File: src/rtl/trunk_pkg.sv
package trunk_pkg;

   // Selects which register set a configuration write lands in
   typedef enum logic {
      CFG_FWD_MASK = 1'b0,
      CFG_GROUP_ID = 1'b1
   } cfg_target_e;

   // Hash variants selectable through the HASH_MODE parameter
   localparam int HASH_XOR_BOTH = 0;
   localparam int HASH_SRC_ONLY = 1;

endpackage

File: src/rtl/tpm_hash.sv
module tpm_hash #(
   parameter int MAC_W     = 48,
   parameter int KEY_W     = 3,
   parameter int HASH_MODE = 0
) (
   input  logic [MAC_W-1:0] dst_mac,
   input  logic [MAC_W-1:0] src_mac,
   output logic [KEY_W-1:0] key
);
   import trunk_pkg::*;

   if (KEY_W < 1 || KEY_W >= MAC_W) begin : g_bad_key
      $error("tpm_hash: KEY_W out of range");
   end

   if (HASH_MODE == HASH_XOR_BOTH) begin : g_xor
      logic unused_hi_bits;
      assign key            = dst_mac[KEY_W-1:0] ^ src_mac[KEY_W-1:0];
      assign unused_hi_bits = ^{dst_mac[MAC_W-1:KEY_W], src_mac[MAC_W-1:KEY_W]};
   end else if (HASH_MODE == HASH_SRC_ONLY) begin : g_src
      logic unused_hi_bits;
      assign key            = src_mac[KEY_W-1:0];
      assign unused_hi_bits = ^{dst_mac, src_mac[MAC_W-1:KEY_W]};
   end else begin : g_bad_mode
      $error("tpm_hash: unknown HASH_MODE");
   end

endmodule

File: src/rtl/tpm_mask_bank.sv
module tpm_mask_bank #(
   parameter int NUM_PORTS = 13,
   parameter int KEY_W     = 3,
   parameter int ADDR_W    = 4
) (
   input  logic                 clk,
   input  logic                 rst_n,
   input  logic                 wr_en,
   input  logic [ADDR_W-1:0]    wr_addr,
   input  logic [NUM_PORTS-1:0] wr_data,
   input  logic [KEY_W-1:0]     rd_key,
   output logic [NUM_PORTS-1:0] rd_mask
);
   localparam int NUM_KEYS = 1 << KEY_W;

   if (ADDR_W < KEY_W) begin : g_bad_addr
      $error("tpm_mask_bank: address too narrow for key range");
   end

   logic [NUM_KEYS-1:0][NUM_PORTS-1:0] entry_q;

   for (genvar k = 0; k < NUM_KEYS; k++) begin : g_entry
      always_ff @(posedge clk or negedge rst_n) begin
         if (!rst_n) begin
            entry_q[k] <= '1;
         end else if (wr_en && (wr_addr == ADDR_W'(k))) begin
            entry_q[k] <= wr_data;
         end
      end
   end

   assign rd_mask = entry_q[rd_key];


   mask_hold_chk: assert property (@(posedge clk) disable iff (!rst_n)
      !wr_en |=> $stable(entry_q))
      else $error("mask bank changed without a write");

endmodule

File: src/rtl/tpm_group_file.sv
module tpm_group_file #(
   parameter int NUM_PORTS = 13,
   parameter int GID_W     = 3,
   parameter int ADDR_W    = 4
) (
   input  logic                 clk,
   input  logic                 rst_n,
   input  logic                 wr_en,
   input  logic [ADDR_W-1:0]    wr_addr,
   input  logic [GID_W-1:0]     wr_gid,
   input  logic [ADDR_W-1:0]    src_port,
   output logic [GID_W-1:0]     src_gid,
   output logic [NUM_PORTS-1:0] excl_vec
);
   if ((1 << ADDR_W) < NUM_PORTS) begin : g_bad_addr
      $error("tpm_group_file: address too narrow for port count");
   end

   logic [NUM_PORTS-1:0][GID_W-1:0] gid_q;

   for (genvar p = 0; p < NUM_PORTS; p++) begin : g_port
      always_ff @(posedge clk or negedge rst_n) begin
         if (!rst_n) begin
            gid_q[p] <= '0;
         end else if (wr_en && (wr_addr == ADDR_W'(p))) begin
            gid_q[p] <= wr_gid;
         end
      end
   end

   // Ingress group lookup; numbers past the last port read as group 0
   always_comb begin
      src_gid = '0;
      for (int p = 0; p < NUM_PORTS; p++) begin
         if (src_port == ADDR_W'(p)) src_gid = gid_q[p];
      end
   end

   for (genvar p = 0; p < NUM_PORTS; p++) begin : g_excl
      assign excl_vec[p] = (src_gid != '0) && (gid_q[p] == src_gid);
   end


   gid_hold_chk: assert property (@(posedge clk) disable iff (!rst_n)
      !wr_en |=> $stable(gid_q))
      else $error("group file changed without a write");

endmodule

File: src/rtl/trunk_port_masker.sv
module trunk_port_masker #(
   parameter int NUM_PORTS = 13,
   parameter int KEY_W     = 3,
   parameter int GID_W     = 3,
   parameter int MAC_W     = 48,
   parameter int HASH_MODE = 0,
   localparam int PORT_W   = (NUM_PORTS > 1) ? $clog2(NUM_PORTS) : 1
) (
   input  logic                 clk,
   input  logic                 rst_n,
   input  logic                 cfg_we,
   input  logic                 cfg_target,
   input  logic [PORT_W-1:0]    cfg_addr,
   input  logic [NUM_PORTS-1:0] cfg_wdata,
   input  logic                 move_chk_en,
   input  logic                 in_valid,
   input  logic [PORT_W-1:0]    in_src_port,
   input  logic [NUM_PORTS-1:0] in_vlan_mask,
   input  logic [MAC_W-1:0]     in_dst_mac,
   input  logic [MAC_W-1:0]     in_src_mac,
   input  logic [GID_W-1:0]     in_learned_gid,
   output logic                 out_valid,
   output logic [NUM_PORTS-1:0] out_mask,
   output logic                 out_moved
);
   import trunk_pkg::*;

   if (NUM_PORTS < 2 || NUM_PORTS > 64) begin : g_bad_ports
      $error("trunk_port_masker: NUM_PORTS out of range");
   end
   if (GID_W < 1 || GID_W > NUM_PORTS) begin : g_bad_gid
      $error("trunk_port_masker: GID_W must fit in the write data");
   end
   if (PORT_W < KEY_W) begin : g_bad_key
      $error("trunk_port_masker: KEY_W wider than the config address");
   end

   cfg_target_e cfg_tgt;
   assign cfg_tgt = cfg_target_e'(cfg_target);

   logic mask_we, gid_we;
   assign mask_we = cfg_we && (cfg_tgt == CFG_FWD_MASK);
   assign gid_we  = cfg_we && (cfg_tgt == CFG_GROUP_ID);

   logic [KEY_W-1:0]     hash_key;
   logic [NUM_PORTS-1:0] sel_mask;
   logic [GID_W-1:0]     src_gid;
   logic [NUM_PORTS-1:0] excl_vec;

   tpm_hash #(
      .MAC_W     (MAC_W),
      .KEY_W     (KEY_W),
      .HASH_MODE (HASH_MODE)
   ) u_hash (
      .dst_mac (in_dst_mac),
      .src_mac (in_src_mac),
      .key     (hash_key)
   );

   tpm_mask_bank #(
      .NUM_PORTS (NUM_PORTS),
      .KEY_W     (KEY_W),
      .ADDR_W    (PORT_W)
   ) u_mask_bank (
      .clk     (clk),
      .rst_n   (rst_n),
      .wr_en   (mask_we),
      .wr_addr (cfg_addr),
      .wr_data (cfg_wdata),
      .rd_key  (hash_key),
      .rd_mask (sel_mask)
   );

   tpm_group_file #(
      .NUM_PORTS (NUM_PORTS),
      .GID_W     (GID_W),
      .ADDR_W    (PORT_W)
   ) u_group_file (
      .clk      (clk),
      .rst_n    (rst_n),
      .wr_en    (gid_we),
      .wr_addr  (cfg_addr),
      .wr_gid   (cfg_wdata[GID_W-1:0]),
      .src_port (in_src_port),
      .src_gid  (src_gid),
      .excl_vec (excl_vec)
   );

   logic [NUM_PORTS-1:0] mask_d;
   logic                 moved_d;

   assign mask_d  = in_vlan_mask & sel_mask & ~excl_vec;
   assign moved_d = move_chk_en && (in_learned_gid != src_gid);

   always_ff @(posedge clk or negedge rst_n) begin
      if (!rst_n) begin
         out_valid <= 1'b0;
         out_mask  <= '0;
         out_moved <= 1'b0;
      end else begin
         out_valid <= in_valid;
         if (in_valid) begin
            out_mask  <= mask_d;
            out_moved <= moved_d;
         end
      end
   end


   valid_pulse_chk: assert property (@(posedge clk) disable iff (!rst_n)
      in_valid |=> out_valid)
      else $error("result strobe missing");


   idle_hold_chk: assert property (@(posedge clk) disable iff (!rst_n)
      !in_valid |=> (!out_valid && $stable(out_mask) && $stable(out_moved)))
      else $error("outputs moved while idle");


   vlan_subset_chk: assert property (@(posedge clk) disable iff (!rst_n)
      in_valid |=> ((out_mask & ~$past(in_vlan_mask)) == '0))
      else $error("egress port outside VLAN membership");


   move_gate_chk: assert property (@(posedge clk) disable iff (!rst_n)
      (in_valid && !move_chk_en) |=> !out_moved)
      else $error("move flag raised while check disabled");

endmodule

File: config.mk
export PLATFORM = sky130hd
export DESIGN_NAME = trunk_port_masker
export DESIGN_NICKNAME = d
export VERILOG_FILES = /design/src/rtl/trunk_pkg.sv /design/src/rtl/tpm_hash.sv /design/src/rtl/tpm_mask_bank.sv /design/src/rtl/tpm_group_file.sv /design/src/rtl/trunk_port_masker.sv
export SDC_FILE = /design/constraint.sdc
export NUM_CORES = 1
export LEC_CHECK = 0
export ABC_AREA = 1
export BUFFER_PORTS_ARGS = -buffer_cell sky130_fd_sc_hd__clkbuf_2
export CAP_MARGIN = 10
export CORE_MARGIN = 2
export CORE_UTILIZATION = 35
export CTS_BUF_LIST = sky130_fd_sc_hd__clkbuf_16
export DETAILED_ROUTE_END_ITERATION = 10
export HOLD_SLACK_MARGIN = 0.12
export PLACE_DENSITY_LB_ADDON = 0.12
export SLEW_MARGIN = 10
export SYNTH_ARGS = -nofsm -noshare
export SYNTH_HDL_FRONTEND = slang
export SYNTH_SLANG_ARGS = --single-unit
File: constraint.sdc
create_clock -name clk -period 3.4 [get_ports clk]
set_clock_uncertainty 0.1 [all_clocks]
set_input_delay 0.68 -clock clk [delete_from_list [all_inputs] [get_ports clk]]
set_output_delay 0.68 -clock clk [all_outputs]
set_load 0.02 [all_outputs]
* Word-level counts from Yosys, hierarchy flattened
Index checks and enable logic that the tools add are counted.
Storage, ports and cells: logic and storage cells 123, register bits after elaboration 158, output and inout bits 15, bits of input ports 139
Operators by class: equal/unequal tests 38, reductions and logical operators 40, mux-type cells 15, $lt $le $gt $ge 1, bitwise logic cells 5
Operator list (number):
- 4-bit equality test, second input constant | 10
- 13-bit binary-select mux with 3-bit select | 1
- 3-bit equality test | 13
- 3-bit 2-to-1 mux | 13
- 1-bit logical AND | 37
- 4-bit by 3-bit equality test with 1-bit output, second input constant | 8
- 13-bit bitwise AND | 2
- 4-bit by 2-bit equality test with 1-bit output, second input constant | 4
- 13-bit 2-to-1 mux | 1
- 13-bit NOT | 1
- 4-bit by 1-bit equality test with 1-bit output, second input constant | 2
- 4-bit logical NOT | 2
- 3-bit by 4-bit < comparator with 1-bit output, second input constant | 1
- 3-bit inequality test | 1
- 3-bit nonzero test | 1
- 3-bit XOR | 1
- 1-bit NOT | 1

* Depth between registers and ports, before layout
depth in word-level cells 18, mapped depth 18, mapped depth without buffers 17

* Modules after synthesis
A second synthesis with hierarchy kept.
Unflattened totals: cell total of the unflattened synthesis 1261, area, all modules 8877.3 um^2
Modules (own cells, without submodules):
- tpm_mask_bank | cells each 706, area each 5285.1 um^2, seq. area each 2732.6 um^2, times used 1
- tpm_group_file | cells each 458, area each 2816.5 um^2, seq. area each 975.9 um^2, times used 1
- trunk_port_masker | cells each 82, area each 719.4 um^2, seq. area each 375.4 um^2, times used 1
- tpm_hash | cells each 15, area each 56.3 um^2, seq. area each 0.0 um^2, times used 1

* Worst setup path after synthesis
Ideal clock, no wire load.
path kind in2reg, from in in_src_port[2], to reg out_mask[3], data arrival time 2.039 ns, buffers on the path 2, stages on the path 18, setup slack 1.145 ns, setup time 0.117 ns, cells stage by stage nor2_1 > buf_2 > nand3_1 > nand4_1 > nor2_1 > nand4_1 > nand2_1 > nand2_1 > nand2_1 > nand2_2 > nand2_2 > buf_6 > nand2_1 > nand2_1 > nor2_1 > nand3_1 > nand2_1 > nand2_1
On the way: cells in the longest elaborated chain, start to end 18, elaborated cells on any way between the ends 31, classes of those cells 13 x eq/ne; 13 x mux; 2 x bitwise; 3 x reduce/logical
RTL lines:
- start: declaration | line trunk_port_masker.sv:17 | input logic [PORT_W-1:0] in_src_port,
- 4-bit logical NOT | line tpm_group_file.sv:35 | if (src_port == ADDR_W'(p)) src_gid = gid_q[p];
- 3-bit 2-to-1 mux (12 in series) | line tpm_group_file.sv:35
- 3-bit 2-to-1 mux (*) | line tpm_group_file.sv:35
- 3-bit equality test or 3-bit nonzero test (tied branches) | line tpm_group_file.sv:40 | assign excl_vec[p] = (src_gid != '0) && (gid_q[p] == src_gid);
- 1-bit logical AND (*) | line tpm_group_file.sv:40
- 13-bit NOT (*) | line trunk_port_masker.sv:92 | assign mask_d = in_vlan_mask & sel_mask & ~excl_vec;
- 13-bit bitwise AND (*) | line trunk_port_masker.sv:92
- end signal: assignment | line trunk_port_masker.sv:103 | out_mask <= mask_d;
- end: declaration | line trunk_port_masker.sv:23 | output logic [NUM_PORTS-1:0] out_mask,
Every way passes the cells marked *; elsewhere a longest branch is shown, timed or not. A chain may end at the register's enable or synchronous reset.

* Final worst setup path
from in in_src_port[1], to reg out_mask[1]
The elaborated chain is that of the path after synthesis.

==> impl_metrics.py <==
metrics = {
    "floorplanning": {
        "die_w_um": 156,
        "rows": 55,
        "dieHeight_um": 156,
        "initial_core_util_pct": 35.8,
        "core_area_sq_um": 22700,
        "ios": 154,
        "die_area_sq_um": 24500,
    },
    "worst_setup_path": {
        "endpoint": "out_mask[1]$_DFFE_PN0P_",
        "rr_worst_depth": 14,
        "r2r-end": "out_mask[3]$_DFFE_PN0P_",
        "cp-end-kind": "flop",
        "worstSetupStartpoint": "in_src_port[1]",
        "ff2ff_setup_slack_ps": 1160,
        "crit_fanout": 9,
        "cp-start-kind": "input pin",
        "critPathKind": "input pin to flop",
        "r2r-start": "u_group_file.gid_q[3]$_DFFE_PN0P_",
        "arrival_ps": 2700,
        "required_ps": 3620,
    },
    "cts": {
        "ctsLongestPathBuffers": 2,
        "htreeDepth": 4,
        "postCtsSetupRepairBufs": 0,
        "cts.clk_slew.worst_paths_ps": 70,
        "cts_resized": 0,
        "clkSinkCount": 158,
        "clockRootBuffer": "clkbuf_16",
        "cts_tree": "built",
        "cts_hold_buf": 0,
        "cts_buffers": 17,
        "clkLatencyLatePin_ps": 430,
    },
    "power_and_ir_drop": {
        "ir_drop_mv": 0.288,
        "power_density_nw_per_um2": 612,
        "p_leak_nw": 4.38,
    },
    "sta": {
        "drv_slew": 0,
        "fmax_mhz": 403,
        "setup_tns_ps": 0,
        "slew-limit-headroom_pct": 39.8,
        "rsz0062_at_grt": "false",
        "setup_viol": 0,
        "fin_crit_sh_pct": 73.0,
        "fin_crit_ps": 2480,
        "hold_viol_final": 0,
        "tightest_slew_ps": 901,
    },
    "synthesis": {
        "syn_nets": 1232,
        "synth.area.top_cells": "dfstp_2 34%, nand2_1 22%, dfrtp_1 17%, o21ai_0 9.0%, nand3_1 6.0%",
        "synth_cell_types": 30,
        "synth_area_per_cell_sq_um": 7.44,
        "ys_ff_latch": 158,
        "syn_area_sq_um": 8130,
        "synth_area_leader_cell": "dfstp_2",
        "synth_cells": 1093,
        "ys_warn_count": 0,
        "yosysTopAreaCellShare_pct": 33.6,
        "yosysSeqAreaShare_pct": 50.2,
    },
    "job": {
        "drv_cap": 0,
    },
    "global_routing": {
        "gr-total-overflow": 0,
        "grt_max_degree": 77,
        "grt_pass1_wl_um": 39500,
        "antenna_found_initial": 0,
        "grt_use_total_pct": 21.3,
        "grt_pass1_vias": 6989,
    },
    "final_layout": {
        "diodes": 0,
        "fin_nets": 1295,
        "syn2layout_area_growth_pct": 17.3,
        "mostFrequentLayoutCell": "nand2_1",
        "layout-drive-gt1-share_pct": 22.0,
        "finalCoreUtilization_pct": 42.0,
        "num-fill-cells": 2398,
        "final_cell_mix": "467 x nand2_1, 146 x o21ai_0, 104 x dfstp_2, 98 x nand3_1, 62 x clkbuf_2",
    },
    "route": {
        "via_count": 7072,
        "drt_iter0_drc": 515,
        "route.detailed.drc": 0,
        "routed_wirelength_um": 24700,
        "via_per_inst": 4.86,
        "dr.pass1.iters": 5,
        "postRouteAntennaNets": 0,
        "routedWlPerCell_um": 17.0,
    },
    "hold_path": {
        "hold_path.class": "input pin to async pin",
    },
    "placement": {
        "dp_hpwl_um": 15800,
        "gp_congestion": 0.864,
        "io_buffers": 63,
    },
    "outcome": {
        "outcome": "finished clean",
    },
}
## per-layer routing
layer | GRT usage (%) | wire length, um | share of wire [%]
met1 | 28.3 | 11400 | 46
met2 | 36.4 | 12300 | 50
met3 | 3.05 | 720 | 2.9
met4 | 5.99 | 316 | 1.3
met5 | 0 | 0 | 0
## final cells by class
type	count	area [sq um]	area share [%]
Clock inverter	15	223	2.34
Sequential cell	158	4080	42.8
Multi-Input combinational cell	813	3570	37.5
Inverter	72	270	2.83
Tap cell	285	357	3.74
Timing Repair Buffer	94	604	6.34
Clock buffer	17	425	4.46
## state kept, by name (all words and copies together) (netlist names)
name,count
u_group_file.gid_q,39
out_mask,13
out_moved,1
out_valid,1
u_mask_bank.entry_q,104
## Yosys cell counts
cell type	n
o21ai_0	146
a211oi_1	13
a21oi_1	14
nor2_2	5
and2_1	1
nor2_4	1
nand2_1	468
nand3b_1	9
nor3_2	1
xnor2_2	1
buf_6	1
dfstp_2	104
o21ai_1	1
dfrtp_1	54
nand4_1	8
or2_2	1
buf_2	4
nor2_1	35
nand4_2	1
xor2_1	1
nand3_1	98
inv_1	60
inv_2	10
clkbuf_1	42
nor3_1	3
nand3_2	2
xnor2_1	1
clkinv_1	2
nand2_2	3
buf_4	3
## worst min-delay path by stage
stage / to / startpoint / depth (start not counted) / slack (ps)
6_report: u_group_file.gid_q[0]$_DFFE_PN0P_ / rst_n / 1 / 180
5_1_grt: u_group_file.gid_q[0]$_DFFE_PN0P_ / rst_n / 1 / 240
4_1_cts: u_group_file.gid_q[4]$_DFFE_PN0P_ / rst_n / 1 / 220
3_5_place_dp: out_mask[3]$_DFFE_PN0P_ / out_mask[3]$_DFFE_PN0P_ / 2 / 370
3_3_place_gp: out_mask[9]$_DFFE_PN0P_ / out_mask[9]$_DFFE_PN0P_ / 2 / 370
2_1_floorplan: out_mask[0]$_DFFE_PN0P_ / rst_n / 0 / 280
## worst max-delay path: stages
cell and delay [ps]:
clkbuf_2 120, nor2_2 310, inv_2 60, nor3_2 230, inv_2 120, nor2_2 180, inv_1 60, nand4_1 260
buf_4 260, nand2_1 70, nand2_1 60, nand3_1 160, nand2_1 100, nand2_1 50
## logic make-up after synthesis
group,after synthesis,share of synthesized area [%]
simple gates,636,32.3
xor+xnor,3,0.416
compound gates,174,11.1
flops,158,50.2
buf+inv,122,5.92
## per-stage QoR
| step | setup WS (ps) | hold WS (ps) | instances | cell area, sq um | total power [mW] |
|---|---|---|---|---|---|
| after global routing | 696 | 245 | 1454 | 9540 | 6.20 |
| final | 918 | 183 | 1454 | 9540 | 5.84 |
| after global placement | 517 | 369 | 1422 | 8890 | 3.73 |
| after detailed placement | 510 | 374 | 1422 | 8890 | 3.75 |
| after CTS | 952 | 219 | 1454 | 9540 | 5.90 |
| after floorplan | 1140 | 284 | 1093 | 8130 | 3.35 |
## power breakdown
group | switching (mW) | internal, mW | total [mW] | leakage, nW
sequential | 0.216 | 2.38 | 2.60 | 1.79
combinational | 0.698 | 0.418 | 1.12 | 2.28
clock | 0.870 | 1.26 | 2.13 | 0.318
total | 1.78 | 4.06 | 5.84 | 4.38
(Power assumes the default switching activity.)
